--- src/rtl/spd_dir_pkg.sv ---
package spd_dir_pkg;

  localparam int NUM_CH = 2;
  localparam int CH_SPEED = 0;

  localparam logic DIR_CW = 1'b1;
  localparam logic DIR_CCW = 1'b0;
  localparam logic PIN_OFF = 1'b1;

  typedef struct packed {
    logic sampleEn;
    logic speedLoad;
  } ctlStrobe_t;

endpackage

--- src/rtl/hyst_latch.sv ---
module hyst_latch #(
  parameter int FIELD_W = 12
) (
  input  logic                      clk,
  input  logic                      rstN,
  input  logic                      sampleEn,
  input  logic signed [FIELD_W-1:0] field,
  input  logic signed [FIELD_W-1:0] opThresh,
  input  logic signed [FIELD_W-1:0] relThresh,
  output logic                      latchOn,
  output logic                      latchValid,
  output logic                      nextOn,
  output logic                      nextValid
);

  logic aboveOp;
  logic belowRel;

  assign aboveOp  = field > opThresh;
  assign belowRel = field < relThresh;

  always_comb begin
    nextOn    = latchOn;
    nextValid = latchValid;
    if (sampleEn) begin
      if (aboveOp) begin
        nextOn    = 1'b1;
        nextValid = 1'b1;
      end else if (belowRel) begin
        nextOn    = 1'b0;
        nextValid = 1'b1;
      end
    end
  end

  always_ff @(posedge clk or negedge rstN) begin
    if (!rstN) begin
      latchOn    <= 1'b0;
      latchValid <= 1'b0;
    end else begin
      latchOn    <= nextOn;
      latchValid <= nextValid;
    end
  end

  AST_OP_SETS: assert property (@(posedge clk) disable iff (!rstN)
    (sampleEn && (field > opThresh)) |=> (latchOn && latchValid));

  AST_REL_CLEARS: assert property (@(posedge clk) disable iff (!rstN)
    (sampleEn && (field < relThresh)) |=> (!latchOn && latchValid));

  AST_BAND_HOLDS: assert property (@(posedge clk) disable iff (!rstN)
    (sampleEn && (field <= opThresh) && (field >= relThresh))
      |=> ($stable(latchOn) && $stable(latchValid)));

  AST_IDLE_HOLDS: assert property (@(posedge clk) disable iff (!rstN)
    !sampleEn |=> ($stable(latchOn) && $stable(latchValid)));

  AST_THRESH_ORDER: assert property (@(posedge clk) disable iff (!rstN)
    opThresh > relThresh);

endmodule

--- src/rtl/spd_dir_control.sv ---
module spd_dir_control
  import spd_dir_pkg::*;
#(
  parameter int DLY_W      = 8,
  parameter int PON_CYCLES = 4200
) (
  input  logic             clk,
  input  logic             rstN,
  input  logic             sampleValid,
  input  logic [DLY_W-1:0] spdDelay,
  input  logic             ch1Change,
  output ctlStrobe_t       strobe,
  output logic             ponDone
);

  localparam int PON_W = $clog2(PON_CYCLES + 1);
  localparam logic [PON_W-1:0] PON_LAST = PON_W'(PON_CYCLES - 1);

  logic [PON_W-1:0] ponCnt;
  logic             armed;
  logic [DLY_W-1:0] waitCnt;

  // Power-on hold-off
  always_ff @(posedge clk or negedge rstN) begin
    if (!rstN) begin
      ponCnt  <= '0;
      ponDone <= 1'b0;
    end else if (!ponDone) begin
      if (ponCnt == PON_LAST) begin
        ponDone <= 1'b1;
      end else begin
        ponCnt <= ponCnt + 1'b1;
      end
    end
  end

  // Direction-to-speed wait, restarted by every channel A change
  always_ff @(posedge clk or negedge rstN) begin
    if (!rstN) begin
      armed   <= 1'b0;
      waitCnt <= '0;
    end else if (ch1Change) begin
      armed   <= 1'b1;
      waitCnt <= spdDelay;
    end else if (armed) begin
      if (waitCnt == '0) begin
        armed <= 1'b0;
      end else begin
        waitCnt <= waitCnt - 1'b1;
      end
    end
  end

  always_comb begin
    strobe.sampleEn  = sampleValid && ponDone;
    strobe.speedLoad = armed && (waitCnt == '0);
  end

  AST_PON_STICKY: assert property (@(posedge clk) disable iff (!rstN)
    ponDone |=> ponDone);

  AST_LOAD_SINGLE: assert property (@(posedge clk) disable iff (!rstN)
    (strobe.speedLoad && !ch1Change) |=> !strobe.speedLoad);

  AST_CHANGE_ARMS: assert property (@(posedge clk) disable iff (!rstN)
    ch1Change |=> (armed && !$stable(ponCnt) == 1'b0));

endmodule

--- src/rtl/spd_dir_datapath.sv ---
module spd_dir_datapath
  import spd_dir_pkg::*;
#(
  parameter int FIELD_W = 12
) (
  input  logic                      clk,
  input  logic                      rstN,
  input  ctlStrobe_t                strobe,
  input  logic signed [FIELD_W-1:0] fieldA,
  input  logic signed [FIELD_W-1:0] fieldB,
  input  logic signed [FIELD_W-1:0] opThresh,
  input  logic signed [FIELD_W-1:0] relThresh,
  output logic                      ch1Change,
  output logic                      speedOut,
  output logic                      dirOut
);

  logic signed [FIELD_W-1:0] fieldArr [NUM_CH];
  logic [NUM_CH-1:0] latchOn;
  logic [NUM_CH-1:0] latchValid;
  logic [NUM_CH-1:0] nextOn;
  logic [NUM_CH-1:0] nextValid;
  logic [NUM_CH-1:0] toggled;
  logic              dirNext;

  assign fieldArr[0] = fieldA;
  assign fieldArr[1] = fieldB;

  for (genvar g = 0; g < NUM_CH; g++) begin : g_chan
    hyst_latch #(.FIELD_W(FIELD_W)) u_latch (
      .clk        (clk),
      .rstN       (rstN),
      .sampleEn   (strobe.sampleEn),
      .field      (fieldArr[g]),
      .opThresh   (opThresh),
      .relThresh  (relThresh),
      .latchOn    (latchOn[g]),
      .latchValid (latchValid[g]),
      .nextOn     (nextOn[g]),
      .nextValid  (nextValid[g])
    );
  end

  // A toggle counts only when the channel had already decided
  assign toggled   = latchValid & (nextOn ^ latchOn);
  assign ch1Change = nextOn[CH_SPEED] ^ latchOn[CH_SPEED];

  always_comb begin
    dirNext = dirOut;
    if (toggled[0] && !toggled[1] && nextValid[1]) begin
      dirNext = (nextOn[0] ^ nextOn[1]) ? DIR_CW : DIR_CCW;
    end else if (toggled[1] && !toggled[0] && nextValid[0]) begin
      dirNext = (nextOn[0] ^ nextOn[1]) ? DIR_CCW : DIR_CW;
    end
  end

  always_ff @(posedge clk or negedge rstN) begin
    if (!rstN) begin
      dirOut   <= PIN_OFF;
      speedOut <= PIN_OFF;
    end else begin
      dirOut <= dirNext;
      if (strobe.speedLoad) begin
        speedOut <= ~latchOn[CH_SPEED];
      end
    end
  end

  AST_DIR_UNDECIDED: assert property (@(posedge clk) disable iff (!rstN)
    !(latchValid[0] && latchValid[1]) |-> dirOut);

  AST_DIR_SIMULT: assert property (@(posedge clk) disable iff (!rstN)
    (toggled == 2'b11) |=> $stable(dirOut));

  AST_SPEED_ON_LOAD: assert property (@(posedge clk) disable iff (!rstN)
    !$stable(speedOut) |-> $past(strobe.speedLoad));

  AST_DIR_ON_SAMPLE: assert property (@(posedge clk) disable iff (!rstN)
    !$stable(dirOut) |-> $past(strobe.sampleEn));

endmodule

--- src/rtl/spd_dir_decoder.sv ---
module spd_dir_decoder
  import spd_dir_pkg::*;
#(
  parameter int FIELD_W    = 12,
  parameter int DLY_W      = 8,
  parameter int PON_CYCLES = 4200
) (
  input  logic                      clk,
  input  logic                      rstN,
  input  logic                      sampleValid,
  input  logic signed [FIELD_W-1:0] fieldA,
  input  logic signed [FIELD_W-1:0] fieldB,
  input  logic signed [FIELD_W-1:0] opThresh,
  input  logic signed [FIELD_W-1:0] relThresh,
  input  logic [DLY_W-1:0]          spdDelay,
  output logic                      speedOut,
  output logic                      dirOut
);

  ctlStrobe_t strobe;
  logic       ponDone;
  logic       ch1Change;

  spd_dir_control #(
    .DLY_W      (DLY_W),
    .PON_CYCLES (PON_CYCLES)
  ) u_ctl (
    .clk         (clk),
    .rstN        (rstN),
    .sampleValid (sampleValid),
    .spdDelay    (spdDelay),
    .ch1Change   (ch1Change),
    .strobe      (strobe),
    .ponDone     (ponDone)
  );

  spd_dir_datapath #(.FIELD_W(FIELD_W)) u_dp (
    .clk       (clk),
    .rstN      (rstN),
    .strobe    (strobe),
    .fieldA    (fieldA),
    .fieldB    (fieldB),
    .opThresh  (opThresh),
    .relThresh (relThresh),
    .ch1Change (ch1Change),
    .speedOut  (speedOut),
    .dirOut    (dirOut)
  );

  AST_PON_OFF: assert property (@(posedge clk) disable iff (!rstN)
    !ponDone |-> (speedOut && dirOut));

endmodule

--- config.mk ---
export PLATFORM = sky130hd
export DESIGN_NAME = spd_dir_decoder
export DESIGN_NICKNAME = d
export VERILOG_FILES = /design/src/rtl/spd_dir_pkg.sv /design/src/rtl/hyst_latch.sv /design/src/rtl/spd_dir_control.sv /design/src/rtl/spd_dir_datapath.sv /design/src/rtl/spd_dir_decoder.sv
export SDC_FILE = /design/constraint.sdc
export NUM_CORES = 1
export LEC_CHECK = 0
export BUFFER_PORTS_ARGS = -buffer_cell sky130_fd_sc_hd__buf_2
export CORE_ASPECT_RATIO = 1.2
export CORE_UTILIZATION = 55
export CTS_CLUSTER_DIAMETER = 120
export DETAILED_ROUTE_END_ITERATION = 8
export GPL_TIMING_DRIVEN = 1
export PLACE_DENSITY = 0.78
export SYNTH_ARGS = -nofsm -noshare
export SYNTH_HDL_FRONTEND = slang
export SYNTH_HIERARCHICAL = 1
export SYNTH_SLANG_ARGS = --single-unit
--- constraint.sdc ---
create_clock -name clk -period 3.4 [get_ports clk]
set_clock_uncertainty 0.15 [all_clocks]
set_input_delay 0.34 -clock clk [delete_from_list [all_inputs] [get_ports clk]]
set_output_delay 0.34 -clock clk [all_outputs]
set_load 0.05 [all_outputs]
==> metrics, run 1 <==
unique cell type count in the Yosys netlist 61; endpoints failing setup 0; DR iter-0 viols 81; peak supply drop 0.154 mV; row count 27; Die Span X 66.3 um; # DRC 0; Final Hold Violating Endpoints 0; pin count of the biggest net entering global routing 30; Top Ports 61; Final period util 81.4%; antenna fix cells 0; CTS tree done; crit path DAT 2.77 ns; post-synthesis register bit count 29; max-cap violations 0; WL final 5.93 mm; Post-Syn Nets 420; Avg Cell Area, Syn 8.75 sq um; Lkg Pwr 1.69 nW; Vias/cell 5.50; Final min period 2.77 ns; GRT Util Overall 24.2%; GR Overflow Total 0; placed wire-length estimate 4.99 mm; # clock sinks 29; clk_lat worst skew 0.27 ns; Crit Path Class in -> reg; EDFF count, synth 0; Hold WC Path Type in -> reg; status complete, no violations; via count 2,415; synthesized area 2730 sq um; Initial Util 58.5%; Slew @ Worst Pin 0.955 ns; synth warn 6; CP Launch Type input port; fmax 361 MHz; Synth Instances 312; Worst Path Required 3.40 ns; power per cell area 256 nW/um^2; total power 0.000824 W; commonest non-fill, non-tap cell in the layout buf_2; area grow syn2layout 17.9%; initial antenna violation count 0; worst rel slew slack 35.4%; nets 488; H-tree levels 2; die height 79.2 um; ys flop type dfrtp_1; Final Wtd Congestion 0.871; Synth async-reset ratio 100%; post-CTS resize count 0; maximum root-to-sink buffer count 2; PortBufs 60; die area 5250 sq um; clock slew at reported path FFs 0.06 ns; vias in the first global route 2,387; TritonCTS Buffers 5; post-synthesis sequential area ratio 26.7%; core footprint 4660 sq um; drt first pass iters 4; fraction of layout cells with a size suffix above 1 21.5%; final setup TNS 0 ns; first-pass GRT wire length 9.78 mm; CTS Root Cell clkbuf_8; Max Slew Vio Count 0; Post-CTS Setup Repair Bufs 0; commonest cells after routing, fill and taps aside 60 x buf_2, 57 x inv_1, 49 x ha_1, 27 x dfrtp_1, 18 x a21oi_1; Wirelength per Cell 13.5 um; crit end category flop; Final ANT Viol Nets 0; unrepaired setup endpoints after global routing false; CP Max Fanout 9
-- worst max-delay path, stage by stage --
cell and delay [ns]:
buf_2 0.08, inv_1 0.03, ha_1 0.30, nor2b_1 0.14, o211ai_2 0.13, a21oi_1 0.09, o31ai_1 0.27, a21bo_1 0.28
xor2_1 0.44, clkinv_1 0.37, o2111ai_1 0.20, nand3_1 0.09
-- power breakdown --
group	switching, W	internal (W)	total, W
combinational	0.0000917	0.0000809	0.000173
sequential	0	0.000345	0.000345
clock	0.000124	0.000183	0.000306
-- final cells by class --
class,count,area (sq um)
clock buffer,7,96.3
clock inverter,1,5.00
fill,398,1450
inverter,58,218
multi-input combinational,224,1780
sequential,29,728
tap,58,72.6
timing repair buffer,62,318
-- state kept, by name, indices dropped and copies added (netlist names) --
name                            count
u_dp/dirOut                         1
u_dp/speedOut                       1
u_ctl/waitCnt                       8
u_dp/g_chan.u_latch/latchOn         2
u_ctl/armed                         1
u_ctl/ponDone                       1
u_dp/g_chan.u_latch/latchValid      2
u_ctl/ponCnt                       13
-- Yosys cell counts (3+ instances only) --
library cell | count | area (sq um)
a211oi_1 | 3 | 22.5
a21o_1 | 4 | 30.0
a21oi_1 | 18 | 90.1
a31oi_1 | 5 | 31.3
and2_1 | 3 | 18.8
and4_1 | 3 | 26.3
dfrtp_1 | 27 | 676
ha_1 | 49 | 613
inv_1 | 57 | 214
nand2_1 | 16 | 60.1
nand2b_1 | 3 | 18.8
nand3_1 | 4 | 20.0
nand4_1 | 9 | 56.3
nor2_1 | 11 | 41.3
nor2b_1 | 5 | 31.3
nor3_1 | 7 | 35.0
nor3b_1 | 3 | 22.5
nor4_1 | 4 | 25.0
o2111ai_1 | 3 | 26.3
o21ai_0 | 10 | 50.1
o31ai_1 | 3 | 22.5
or3_1 | 3 | 18.8
xnor2_1 | 5 | 43.8
xor2_1 | 8 | 70.1
-- stage by stage --
step	utilization [%]	cell area [sq um]	hold slack, ns	setup WS, ns	cells
global placement	66.6	3110	0.241	0.452	430
floorplan	-	2730	-0.106	0.594	312
detailed placement	66.6	3110	0.245	0.357	430
global route	69.0	3220	0.158	0.395	439
finish	69.0	3220	0.156	0.633	439
CTS	69.0	3220	0.145	0.648	439
-- cell families (layout without fill, tap and decap cells) --
| logic type | Yosys count | after routing | share of synthesized area, % |
|---|---|---|---|
| compound gates | 66 | 66 | 16.6 |
| mux | 3 | 3 | 1.15 |
| xor+xnor | 13 | 13 | 4.17 |
| simple gates | 93 | 93 | 20.8 |
| flops | 29 | 29 | 26.7 |
| buf+inv | 59 | 128 | 8.12 |
| fa+ha+maj | 49 | 49 | 22.5 |
-- routing by layer --
layer | vias up | track usage, % | routed length (um)
li1 | 1250 | - | -
met1 | 1106 | 26.1 | 2540
met2 | 53 | 45.6 | 3130
met3 | 6 | 4.45 | 186
met4 | 0 | 8.51 | 74
met5 | - | 0 | 0
-- what timing repair did --
item / CTS / global route
endpoints found under the setup margin: 0 / 0
hold endpoints to repair: 27 / 0
hold buffers: 1 / 0
-- worst paths after layout --
kind / slack [ns] / cells after the start / end / startpoint
min in group asynchronous: 0.47 / 2 / u_ctl/waitCnt[5] / rstN
worst max register to register: 0.67 / 9 / u_ctl/waitCnt[0] / u_ctl/ponDone
worst max-delay path: 0.63 / 12 / u_ctl/waitCnt[0] / opThresh[1]
max in group asynchronous: 2.22 / 2 / u_ctl/ponCnt[2] / rstN
worst min-delay path: 0.16 / 3 / u_ctl/waitCnt[0] / spdDelay[0]
worst min register to register: 0.32 / 1 / u_ctl/ponCnt[12] / u_ctl/ponCnt[12]
(Power assumes the default switching activity.)
==> inputs of run 2 (changes only) <==
--- a/config.mk
+++ b/config.mk
@@ -7,11 +7,11 @@
 export LEC_CHECK = 0
 export BUFFER_PORTS_ARGS = -buffer_cell sky130_fd_sc_hd__buf_2
 export CORE_ASPECT_RATIO = 1.2
-export CORE_UTILIZATION = 55
+export CORE_UTILIZATION = 50
 export CTS_CLUSTER_DIAMETER = 120
 export DETAILED_ROUTE_END_ITERATION = 8
 export GPL_TIMING_DRIVEN = 1
-export PLACE_DENSITY = 0.78
+export PLACE_DENSITY = 0.75
 export SYNTH_ARGS = -nofsm -noshare
 export SYNTH_HDL_FRONTEND = slang
 export SYNTH_HIERARCHICAL = 1
==> constraint.sdc (replaced) <==
create_clock -name clk -period 2.4 [get_ports clk]
set_clock_uncertainty 0.15 [all_clocks]
set_input_delay 0.24 -clock clk [delete_from_list [all_inputs] [get_ports clk]]
set_output_delay 0.24 -clock clk [all_outputs]
set_load 0.05 [all_outputs]
==> run 2 against run 1 <==
Sequential power increased by 42%. Count of clock-buffer cells in the layout down 2. Critical path depth rose by 1. Setup slack worse by 0.60 ns. Die area up 9.7%. Core utilization decreased by 1.2 points. Clock power up 66%. Routed wire length is 5.4% higher. Cell count is 7.1% higher. Power is 57% higher. Via count rose by 6.8%. Critical endpoint is now u_dp/dirOut. Largest cell class unchanged.
==> metrics, run 2 (synthesis gave the netlist of run 1 again) <==
max reg flops 13; die height 82.9 um; FILL cells 429; GR Overflow Total 0; TritonCTS Buffers 5; vias in the first global route 2,532; crit-path cells buf_2, inv_1, ha_1, nor2b_1, o211ai_2, a21oi_1, o31ai_2, a21bo_1, xor2_2, buf_4, and2_1, a211oi_2, a211oi_2; Top Registers u_ctl/ponCnt (13), u_ctl/waitCnt (8); Final Wtd Congestion 0.856; row count 29; Final ANT Viol Nets 0; Vias/cell 5.49; Top Ports 61; max-cap violations 0; initial antenna violation count 0; placed wire-length estimate 5.12 mm; Initial Util 51.9%; via count 2,579; clk_lat worst skew 0.29 ns; Worst Path Required 2.46 ns; # DRC 0; nets 515; Final period util 98.8%; Critical Path Most Common Cell a211oi_2; Slew @ Worst Pin 0.635 ns; FF-to-FF path depth 10; first-pass GRT wire length 10.5 mm; fraction of layout cells with a size suffix above 1 31.4%; CP Launch Type input port; PortBufs 60; Wirelength per Cell 13.3 um; pin count of the biggest net entering global routing 30; clock slew at reported path FFs 0.07 ns; CTS Root Cell clkbuf_8; H-tree levels 2; commonest cells after routing, fill and taps aside 60 x buf_2, 57 x inv_1, 46 x ha_1, 27 x dfrtp_1, 27 x buf_4; unrepaired setup endpoints after global routing true; maximum root-to-sink buffer count 2; # clock sinks 29; GRT Util Overall 22.2%; Worst path top cell family by delay compound AO/OA/AOI/OAI gates; Crit-path slowest cell ha_1; Biggest register u_ctl/ponCnt; crit path DAT 2.43 ns; Crit Path Class in -> reg; slowest stage delay, CP 0.30 ns; Hold WC Path Type in -> reg; Die Span X 69.4 um; Final min period 2.37 ns; Hold Path Stages 3; DR iter-0 viols 91; Max Slew Vio Count 0; fmax 422 MHz; peak supply drop 0.231 mV; Lkg Pwr 1.84 nW; power per cell area 362 nW/um^2; Worst path depth 13; die area 5760 sq um; core footprint 5260 sq um; final setup TNS 0 ns; Final Hold Violating Endpoints 0; CP Max Fanout 4; status complete, no violations; WL final 6.25 mm; Fin Hold WS 0.0492 ns; endpoints failing setup 0; antenna fix cells 0; worst rel slew slack 57.7%; Worst Path Buf+Inv 3; CTS tree done; drt first pass iters 4; crit end category flop; area grow syn2layout 30.8%; commonest non-fill, non-tap cell in the layout buf_2
-- run 2: cell types whose count changed in the layout (fill, tap and decap cells not counted), sizes merged --
cell	change
inv	+1
buf	+27
clkbuf	-2
clkinvlp	+1
clkinv	-1
bufinv	+1
-- run 2: per-stage QoR --
step | total power (W) | area (sq um) | instances | utilization [%] | worst slack, ns
detailed placement | 0.000771 | 3330 | 460 | 63.3 | -0.331
finish | 0.00129 | 3570 | 470 | 67.8 | 0.0285
floorplan | 0.000633 | 2760 | 312 | - | -0.00502
CTS | 0.00130 | 3490 | 470 | 66.3 | 0.000124
global route | 0.00136 | 3570 | 470 | 67.8 | -0.0895
global placement | 0.000761 | 3330 | 460 | 63.3 | -0.231
-- run 2: metal layers --
layer  vias up  part of all wire (%)  global-route usage (%)
met5         -                     0                       0
met4         0                  0.70                    6.68
met3         4                   3.2                    3.64
met2        46                    54                    42.2
met1      1218                    42                    24.7
li1       1311                     -                       -
-- run 2: cell type report --
class / instances / area (sq um) / area share (%)
Inverter: 58 / 220 / 6.17
Tap cell: 62 / 77.6 / 2.17
Timing Repair Buffer: 89 / 524 / 14.7
Clock inverter: 3 / 46.3 / 1.30
Multi-Input combinational cell: 224 / 1900 / 53.3
Sequential cell: 29 / 728 / 20.4
Clock buffer: 5 / 68.8 / 1.93
-- run 2: path summary, 6_finish.rpt --
path / slack, ns / to / from
hold / removal: 0.05 / u_ctl/waitCnt[1] / spdDelay[1]
min in group asynchronous: 0.36 / u_ctl/waitCnt[6] / rstN
hold reg to reg: 0.33 / u_dp/speedOut / u_dp/speedOut
setup / recovery: 0.03 / u_dp/dirOut / opThresh[1]
max in group asynchronous: 1.32 / u_ctl/ponCnt[8] / rstN
setup reg to reg: 0.14 / u_dp/dirOut / u_ctl/ponDone
-- run 2: where the power goes --
part | total, W | switching (W) | internal, W
Sequential | 0.000489 | 0 | 0.000489
Combinational | 0.000295 | 0.000147 | 0.000147
Clock | 0.000507 | 0.000197 | 0.000310
-- run 2: timing repair --
item / CTS / global route
gates cloned: 0 / 0
endpoints found under the hold margin: 27 / 0
hold buffers: 1 / 0
endpoints found under the setup margin: 1 / 8
resized for setup: 3 / 16
setup buffers: 1 / 0
pin swaps: 9 / 9
-- run 2: worst reg2reg max path, cell delays in order, from the launching register on --
cell	delay [ns]
dfrtp_1	0.34
and2_1	0.18
o21ai_0	0.12
nor3b_2	0.22
o31ai_2	0.10
a21bo_1	0.24
xor2_2	0.23
buf_4	0.15
and2_1	0.17
a211oi_2	0.09
a211oi_2	0.20
